**config.mk**
```make
export PLATFORM = sky130hd
export DESIGN_NAME = rpc_reset_power_ctrl
export DESIGN_NICKNAME = d
export VERILOG_FILES = /design/src/rtl/rpc_pkg.sv /design/src/rtl/rpc_reset_sync.sv /design/src/rtl/rpc_power_fsm.sv /design/src/rtl/rpc_periph_gate.sv /design/src/rtl/rpc_status_reg.sv /design/src/rtl/rpc_reset_power_ctrl.sv
export SDC_FILE = /design/constraint.sdc
export NUM_CORES = 1
export LEC_CHECK = 0
export BUFFER_PORTS_ARGS = -buffer_cell sky130_fd_sc_hd__buf_2
export CAP_MARGIN = 10
export CORE_UTILIZATION = 41
export DETAILED_ROUTE_END_ITERATION = 12
export GPL_TIMING_DRIVEN = 0
export HOLD_SLACK_MARGIN = 0.02
export PLACE_DENSITY = 0.77
export SYNTH_ARGS = -nofsm -noshare
export SYNTH_HDL_FRONTEND = slang
export SYNTH_SLANG_ARGS = --single-unit
```
**constraint.sdc**
```tcl
create_clock -name clk_i -period 0.8 [get_ports clk_i]
set_input_delay 0.08 -clock clk_i [delete_from_list [all_inputs] [get_ports clk_i]]
set_output_delay 0.08 -clock clk_i [all_outputs]
set_load 0.02 [all_outputs]
```
**src/rtl/rpc_pkg.sv**
```systemverilog
package rpc_pkg;

  typedef enum logic [1:0] {
    PS_STANDBY = 2'd0,
    PS_OPER    = 2'd1,
    PS_IDLE    = 2'd2,
    PS_SNOOZE  = 2'd3
  } pwr_state_t;

  localparam int PE_UART0 = 0;
  localparam int PE_UART1 = 1;
  localparam int PE_IRDA  = 2;
  localparam int PE_TIMER = 3;
  localparam int PE_CODEC = 4;
  localparam int PE_SSI0  = 5;
  localparam int PE_SSI1  = 6;
  localparam int PE_LCD   = 7;
  localparam int PE_DCDC  = 8;
  localparam int PE_PWM   = 9;
  localparam int PE_RTC   = 10;
  localparam int N_PERIPH = 11;

  // peripherals always stopped when the main clock is stopped
  localparam logic [N_PERIPH-1:0] MAIN_ONLY_MASK =
    N_PERIPH'((1 << (PE_SSI1 + 1)) - 1);
  // peripherals kept alive in Snooze
  localparam logic [N_PERIPH-1:0] SNOOZE_KEEP_MASK =
    N_PERIPH'((1 << PE_LCD) | (1 << PE_DCDC));
  localparam logic [N_PERIPH-1:0] ALL_MASK = '1;

endpackage

```
**src/rtl/rpc_reset_sync.sv**
```systemverilog
module rpc_reset_sync #(
  parameter int STAGES = 2
) (
  input  logic clk_i,
  input  logic arst_n_i,
  output logic rst_n_o
);

  logic [STAGES-1:0] chain_q;

  always_ff @(posedge clk_i or negedge arst_n_i) begin
    if (!arst_n_i) chain_q <= '0;
    else           chain_q <= {chain_q[STAGES-2:0], 1'b1};
  end

  assign rst_n_o = chain_q[STAGES-1];

  // a low source keeps the synchronized reset low
  a_r2_hold_low: assert property (@(posedge clk_i)
    !arst_n_i |-> !rst_n_o);

  // release only after the source was high on the previous edge
  a_r3_release_after_high: assert property (@(posedge clk_i) disable iff (!arst_n_i)
    $rose(rst_n_o) |-> $past(arst_n_i));

endmodule

```
**src/rtl/rpc_power_fsm.sv**
```systemverilog
module rpc_power_fsm
  import rpc_pkg::*;
(
  input  logic       clk_i,
  input  logic       rst_i,
  input  logic       wake_i,
  input  logic       idle_req_i,
  input  logic       irq_i,
  input  logic       sleep_req_i,
  input  logic       sleep_mode_i,
  output pwr_state_t state_o,
  output pwr_state_t state_nxt_o,
  output logic       awake_o
);

  pwr_state_t state_q, state_d;
  logic       awake_q;

  always_comb begin
    state_d = state_q;
    unique case (state_q)
      PS_STANDBY: if (wake_i) state_d = PS_OPER;
      PS_SNOOZE:  if (wake_i) state_d = PS_OPER;
      PS_IDLE:    if (irq_i)  state_d = PS_OPER;
      PS_OPER: begin
        if (sleep_req_i)     state_d = sleep_mode_i ? PS_SNOOZE : PS_STANDBY;
        else if (idle_req_i) state_d = PS_IDLE;
      end
      default: state_d = PS_STANDBY;
    endcase
  end

  always_ff @(posedge clk_i or posedge rst_i) begin
    if (rst_i) begin
      state_q <= PS_STANDBY;
      awake_q <= 1'b0;
    end else begin
      state_q <= state_d;
      awake_q <= (state_d == PS_OPER) || (state_d == PS_IDLE);
    end
  end

  assign state_o     = state_q;
  assign state_nxt_o = state_d;
  assign awake_o     = awake_q;

  // leaving reset always starts in Standby
  a_r2_exit_standby: assert property (@(posedge clk_i) disable iff (rst_i)
    $fell(rst_i) |-> (state_q == PS_STANDBY));

  // wake from Standby
  a_r6_wake: assert property (@(posedge clk_i) disable iff (rst_i)
    (state_q == PS_STANDBY && wake_i) |=> (state_q == PS_OPER));

  // interrupt leaves Idle
  a_r7_irq_exit: assert property (@(posedge clk_i) disable iff (rst_i)
    (state_q == PS_IDLE && irq_i) |=> (state_q == PS_OPER));

  // sleep beats idle request
  a_r8_sleep_prio: assert property (@(posedge clk_i) disable iff (rst_i)
    (state_q == PS_OPER && sleep_req_i && sleep_mode_i) |=> (state_q == PS_SNOOZE));

endmodule

```
**src/rtl/rpc_periph_gate.sv**
```systemverilog
module rpc_periph_gate
  import rpc_pkg::*;
(
  input  logic                clk_i,
  input  logic                rst_i,
  input  pwr_state_t          state_nxt_i,
  output logic [N_PERIPH-1:0] en_o
);

  logic [N_PERIPH-1:0] en_d, en_q;

  always_comb begin
    unique case (state_nxt_i)
      PS_OPER, PS_IDLE: en_d = ALL_MASK;
      PS_SNOOZE:        en_d = SNOOZE_KEEP_MASK;
      default:          en_d = '0;
    endcase
  end

  always_ff @(posedge clk_i or posedge rst_i) begin
    if (rst_i) en_q <= '0;
    else       en_q <= en_d;
  end

  genvar gi;
  generate
    for (gi = 0; gi < N_PERIPH; gi++) begin : g_en
      if (gi == PE_RTC) begin : g_free
        assign en_o[gi] = 1'b1;
      end else begin : g_gated
        assign en_o[gi] = en_q[gi];
      end
    end
  endgenerate

endmodule

```
**src/rtl/rpc_status_reg.sv**
```systemverilog
module rpc_status_reg #(
  parameter int STAT_W = 16
) (
  input  logic              clk_i,
  input  logic              por_n_i,
  input  logic              pwrfail_n_i,
  input  logic              ureset_n_i,
  input  logic              wr_i,
  input  logic [STAT_W-1:0] wdata_i,
  output logic [STAT_W-1:0] stat_o
);

  localparam int COLD_BIT = STAT_W - 1;
  localparam int PF_BIT   = 0;
  localparam int UR_BIT   = 1;
  localparam logic [STAT_W-1:0] COLD_INIT = STAT_W'(1) << COLD_BIT;

  logic [STAT_W-1:0] stat_q, set_v, clr_v;

  always_comb begin
    set_v         = '0;
    set_v[PF_BIT] = !pwrfail_n_i;
    set_v[UR_BIT] = !ureset_n_i;
    clr_v         = wr_i ? wdata_i : '0;
  end

  always_ff @(posedge clk_i or negedge por_n_i) begin
    if (!por_n_i) stat_q <= COLD_INIT;
    else          stat_q <= (stat_q & ~clr_v) | set_v;
  end

  assign stat_o = stat_q;

  // power-on reset leaves only the cold-start flag
  a_r1_por_status: assert property (@(posedge clk_i)
    !por_n_i |-> (stat_o == COLD_INIT));

  // power-fail sets its flag
  a_r4_pf_flag: assert property (@(posedge clk_i) disable iff (!por_n_i)
    !pwrfail_n_i |=> stat_o[PF_BIT]);

  // cold flag only moves by a write of 1
  a_r5_cold_keep: assert property (@(posedge clk_i) disable iff (!por_n_i)
    !(wr_i && wdata_i[COLD_BIT]) |=> $stable(stat_o[COLD_BIT]));

endmodule

```
**src/rtl/rpc_reset_power_ctrl.sv**
```systemverilog
module rpc_reset_power_ctrl
  import rpc_pkg::*;
#(
  parameter int SYNC_STAGES = 2,
  parameter int STAT_W      = 16
) (
  input  logic                clk_i,
  input  logic                por_n_i,
  input  logic                pwrfail_n_i,
  input  logic                ureset_n_i,
  input  logic                wake_i,
  input  logic                idle_req_i,
  input  logic                irq_i,
  input  logic                sleep_req_i,
  input  logic                sleep_mode_i,
  input  logic                stat_wr_i,
  input  logic [STAT_W-1:0]   stat_wdata_i,
  output logic                sys_rst_n_o,
  output logic                stby_n_o,
  output logic                run_o,
  output logic [N_PERIPH-1:0] periph_en_o,
  output logic [STAT_W-1:0]   status_o
);

  logic       src_ok_n;
  logic       rst_n_sync;
  logic       sys_rst;
  logic       awake;
  pwr_state_t state, state_nxt;

  assign src_ok_n = por_n_i & pwrfail_n_i & ureset_n_i;

  rpc_reset_sync #(.STAGES(SYNC_STAGES)) u_sync (
    .clk_i    (clk_i),
    .arst_n_i (src_ok_n),
    .rst_n_o  (rst_n_sync)
  );

  assign sys_rst = !rst_n_sync;

  rpc_power_fsm u_fsm (
    .clk_i        (clk_i),
    .rst_i        (sys_rst),
    .wake_i       (wake_i),
    .idle_req_i   (idle_req_i),
    .irq_i        (irq_i),
    .sleep_req_i  (sleep_req_i),
    .sleep_mode_i (sleep_mode_i),
    .state_o      (state),
    .state_nxt_o  (state_nxt),
    .awake_o      (awake)
  );

  rpc_periph_gate u_gate (
    .clk_i       (clk_i),
    .rst_i       (sys_rst),
    .state_nxt_i (state_nxt),
    .en_o        (periph_en_o)
  );

  rpc_status_reg #(.STAT_W(STAT_W)) u_stat (
    .clk_i       (clk_i),
    .por_n_i     (por_n_i),
    .pwrfail_n_i (pwrfail_n_i),
    .ureset_n_i  (ureset_n_i),
    .wr_i        (stat_wr_i),
    .wdata_i     (stat_wdata_i),
    .stat_o      (status_o)
  );

  assign sys_rst_n_o = rst_n_sync;
  assign stby_n_o    = awake;
  assign run_o       = awake;

  // power-on reset forces system reset and standby
  a_r1_por_forces: assert property (@(posedge clk_i)
    !por_n_i |-> (!sys_rst_n_o && !stby_n_o && !run_o));

  // main-clock peripherals are off whenever standby is active
  a_r11_main_off: assert property (@(posedge clk_i) disable iff (!por_n_i)
    !stby_n_o |-> ((periph_en_o & MAIN_ONLY_MASK) == '0));

  // awake outputs agree with the recorded state
  a_r9_awake_state: assert property (@(posedge clk_i) disable iff (sys_rst)
    stby_n_o == (state == PS_OPER || state == PS_IDLE));

  // the RTC enable stays on
  a_r12_rtc_on: assert property (@(posedge clk_i)
    !sys_rst_n_o |-> periph_en_o[PE_RTC]);

endmodule

```
# Word-level counts from Yosys, hierarchy flattened

Cells that the tools add are included.

Input bits: 26
Flip-flop bits (word level): 31
Output and inout bits: 30
Word-level logic and storage cells: 30

Equal/unequal tests: 6
Muxes and demuxes: 8
Bitwise logic cells: 5
Reductions and logical operators: 6

Operator list:

| operator                                                               | number |
|---|---|
| 10-bit one-hot mux with 2 select lines                                 | 1 |
| 16-bit AND                                                             | 1 |
| 16-bit two-way mux                                                     | 1 |
| 16-bit NOT                                                             | 1 |
| 16-bit by 2-bit OR with 16-bit output                                  | 1 |
| 2-bit two-way mux                                                      | 5 |
| 2-bit equality test (second input constant)                            | 4 |
| 2-bit one-hot mux with 3 select lines                                  | 1 |
| 2-bit by 1-bit equality test with 1-bit output (second input constant) | 2 |
| 2-bit OR reduction                                                     | 2 |
| 1-bit AND                                                              | 2 |
| 1-bit zero test                                                        | 2 |
| 2-bit zero test                                                        | 1 |
| 1-bit logical OR                                                       | 1 |

# Longest topological paths before layout

Word-level depth: 6
Depth in mapped cells: 6

# Modules after synthesis

Synthesis repeated with hierarchy kept, for this count alone.

Cells, all modules: 81
Area total of the unflattened synthesis: 1026.0 um2

By module, submodules not included:

| module               | area an instance (um2) | seq. area each (um2) | cells each | instances |
|---|---|---|---|---|
| rpc_status_reg       | 583.1                  | 401.6                | 35         | 1 |
| rpc_power_fsm        | 222.7                  | 75.1                 | 23         | 1 |
| rpc_periph_gate      | 148.9                  | 50.0                 | 17         | 1 |
| rpc_reset_sync       | 53.8                   | 50.0                 | 3          | 1 |
| rpc_reset_power_ctrl | 17.5                   | 0.0                  | 3          | 1 |

# Worst setup path before layout

No wires, ideal clock.

Path kind: register -> register
Start: register u_fsm.state_q[0] (netlist: u_fsm.state_o[0])
End: register u_gate.en_q[8]
Library setup time: 0.124 ns
Path slack: -0.685 ns
Data required time: 0.676 ns
Period minus slack after synthesis: 1.485 ns
Stages on the path, launching flop included: 6
Arrival: 1.361 ns
Path through: dfrtp_1 > inv_1 > ha_1 > nor4bb_1 > a21oi_2 > or2_1

Cells in the longest elaborated chain, start to end: 6
Elaborated cells on any way between the ends: 15

RTL lines:

| element                                                                                      | RTL line                   | text |
|---|---|---|
| from (decl)                                                                                  | rpc_power_fsm.sv:16        | `pwr_state_t state_q, state_d;` |
| from (signal assigned)                                                                       | rpc_power_fsm.sv:38        | `state_q <= state_d;` |
| 2-bit equality test (tied with other cells)                                                  | rpc_power_fsm.sv:21        | `unique case (state_q)` |
| 2-bit OR reduction (no line) / 2-bit two-way mux (equally long branches)                     | --                         |  |
| 2-bit one-hot mux with 3 select lines (*)                                                    | rpc_power_fsm.sv:21        |  |
| via state_nxt[0]                                                                             | rpc_reset_power_ctrl.sv:29 | `pwr_state_t state, state_nxt;` |
| 2-bit equality test / 2-bit by 1-bit equality test with 1-bit output (equally long branches) | rpc_periph_gate.sv:13      | `unique case (state_nxt_i)` |
| 2-bit OR reduction                                                                           | rpc_periph_gate.sv:13      |  |
| 10-bit one-hot mux with 2 select lines (*)                                                   | rpc_periph_gate.sv:13      |  |
| to (signal assigned)                                                                         | rpc_periph_gate.sv:22      | `else en_q <= en_d;` |
| to (decl)                                                                                    | rpc_periph_gate.sv:10      | `logic [N_PERIPH-1:0] en_d, en_q;` |

The timed path passes the listed nets; every way through them passes the cells marked *.

# Worst setup path in the final report

Ends and elaborated chain as after synthesis.

==> flow_summary.toml <==
[setup_path]
end_kind = "flop"
critPathBufInv = 0
required_ns = 1.01
arrival_ns = 1.80
worst-path-max-fanout = 5
setup.worst_path.end = "u_gate.en_q[8]"
worstReg2RegStart = "u_fsm.state_o[0]"
crit_type = "flop to flop"
slowest_stage = "dfrtp_2"
start_kind = "flop"
startpoint = "u_fsm.state_o[0]"
worst-path-stages = 5
crit_top_cell = "nor4bb_4"
r2r_end = "u_gate.en_q[8]"
r2r_slack_ns = -0.79
worst_r2r_path_depth = 5
crit_family = "simple AND/OR/NAND/NOR gates"
worstPathCellList = "ha_4 -> nor4bb_4 -> nor4bb_4 -> a21oi_2 -> or2_1"
slowest_delay_ns = 0.48

[die]
fp.dieH_um = 48.9
die_w_um = 48.9
dieArea_um2 = 2400
io_pins = 56
rows = 16
core_um2 = 2020
start_util = 0.447

[drt]
wl_per_cell_um = 19.1
drt_iter0_drc = 12
ant_nets = 0
drt-pass1-iter-count = 5
vias = 991
vias_per_cell = 5.03
drc = 0
routed_wl_mm = 3.76

[yosys]
yosys_warnings = 0
synth-edff-count = 0
synthTopCellsByCount = "21 x dfrtp_1, 14 x a21boi_0, 11 x buf_4"
synth_top_area_share = 0.582
synth_cells = 74
ys_seq_area_frac = 0.611
async_flop_share = 1.00
synthDistinctLibCells = 21
synthTopCellsByArea = "dfrtp_1 58%, a21boi_0 12%, buf_4 9.1%, dfstp_2 2.9%, ha_1 2.8%"
syn-cell-area_um2 = 903
synth_most_common_cell = "dfrtp_1"
ys_ff_latch = 22
syn_avg_cell_area_um2 = 12.2
yosys.area.top_type = "dfrtp_1"
synthFlopType = "dfrtp_1"

[timing]
setup_slack_ns = -0.790
fmax_ghz = 0.629
setup-violations-final = 37
skew_ns = 0.000608
maxSlewViolCount = 0
final-hold-violation-count = 0
worst_pin_slew_ns = 0.482
timing.slew.headroom = 0.675
period_share = 1.99
final.min_clock_period_ns = 1.59
whs_ns = 0.0368
rsz0062_at_grt = "yes"

[power]
irDropWorstVdd_mv = 2.40
p_leak_uw = 0.000940
powerDensity_nw_per_um2 = 2970

[worst_hold_path]
hp-class = "primary input to flop"
min-delay-start = "stat_wdata_i[1]"
min_path_cells = 4

[placement]
dp.cells = 156
dp.final_hpwl_mm = 1.39
port_buffers = 54
place_congestion = 0.800
placed_area_um2 = 1230

[global_route]
gr-total-overflow = 0
grt_max_degree = 18
grt_pass1_vias = 1079
antenna_found_initial = 0
grt_pass1_wl_mm = 4.71
gr-usage-all-layers = 0.266

[finish]
synthToLayoutAreaGrowth_pct = 106
drive_gt1_frac = 0.594
fin_util = 0.919
fin_nets = 199
diodes = 0
fill_cells = 84
stdcell_count = 197
final_design_area_no_fill_um2 = 1860

[clock_network]
clk_pin_slew_worst_paths_ns = 0.12
clockBufferDepth = 2
cts_root_buf = "clkbuf_4"
clock_latency_ns = 0.32
cts_sinks = 22
cts_tree = "yes"
cts-htree-levels = 1
cts_buffers = 3

[run]
maxCapViolCount = 0

[run_status]
violations = "setup timing"
status = "finished with violations"
==> state kept, by name (all words and copies together), names as in the netlist <==
signal and cells:
u_sync.chain_q 2, u_gate.en_q 2, u_stat.stat_o 16, u_fsm.state_o 2
==> per-stage QoR <==
step / total power [µW] / setup WS (ns) / setup TNS, ns
floorplan: 2780 / -0.646 / -1.99
global placement: 3210 / -0.732 / -2.45
detailed placement: 3290 / -0.785 / -3.19
CTS: 5080 / -0.704 / -8.90
global route: 5700 / -0.837 / -11.25
finish: 5520 / -0.790 / -10.38
==> logic make-up (layout without fill, tap and decap cells) <==
| group | Yosys count | after routing | synth area share |
|---|---|---|---|
| other | 1 | 2 | 0.00415 |
| adder cells (fa/ha/maj) | 2 | 2 | 0.0277 |
| flip-flops | 22 | 22 | 0.611 |
| AO/OA/AOI/OAI | 20 | 20 | 0.162 |
| buffers and inverters | 15 | 110 | 0.108 |
| AND/OR/NAND/NOR | 13 | 13 | 0.0776 |
| XOR/XNOR | 1 | 1 | 0.00970 |
==> layer usage <==
metal / GRT usage / wire length, µm / up-vias
li1: - / - / 429
met1: 0.270 / 1300 / 477
met2: 0.528 / 2030 / 64
met3: 0.0312 / 238 / 21
met4: 0.127 / 191 / 0
met5: 0 / 0 / -
==> report_power, final <==
| part | switching, µW | internal (µW) |
|---|---|---|
| registers | 155 | 1260 |
| logic | 1510 | 2040 |
| clock network | 358 | 195 |
| total | 2030 | 3500 |
==> repair_timing <==
item | 4_1_cts | 5_1_grt
setup endpoints to repair | 33 | 35
hold endpoints to repair | 34 | 0
pin swaps | 3 | 5
setup buffers | 14 | 7
resized for setup | 76 | 11
hold buffers | 17 | 0
cloned | 0 | 0
==> layout by cell type, fill, tap and decap left out, drive strengths merged, types with 2 or more instances in the layout <==
cell	Yosys	layout
o21ai	2	2
dlygate4sd3	0	17
a21boi	15	15
clkbuf	1	5
inv	3	3
conb	1	2
buf	11	85
ha	2	2
nor4bb	2	2
nand2	6	6
dfrtp	21	21
==> layout make-up <==
class	instances	area, µm²	share of cell area
timing repair buffer	92	798	0.430
sequential	22	556	0.299
multi-input combinational	38	320	0.172
buffer	11	113	0.0606
tap	27	33.8	0.0182
clock buffer	4	26.3	0.0141
inverter	3	11.3	0.00606
==> worst min path at each step <==
stage / slack [ns] / to
5_1_grt: 0.04 / u_stat.stat_o[12]
2_1_floorplan: -0.22 / u_stat.stat_o[0]
3_5_place_dp: 0.01 / u_stat.stat_o[6]
3_3_place_gp: 0.004 / u_stat.stat_o[7]
4_1_cts: 0.02 / u_stat.stat_o[0]
6_report: 0.04 / u_stat.stat_o[1]
==> worst register-to-register path, delay by kind of cell, from the launching register on <==
kind / cells / cell delay [ns]
AO/OA/AOI/OAI: 1 / 0.10
adder cells (fa/ha/maj): 1 / 0.20
flip-flops: 1 / 0.48
AND/OR/NAND/NOR: 3 / 0.71
(Power assumes the default switching activity.)
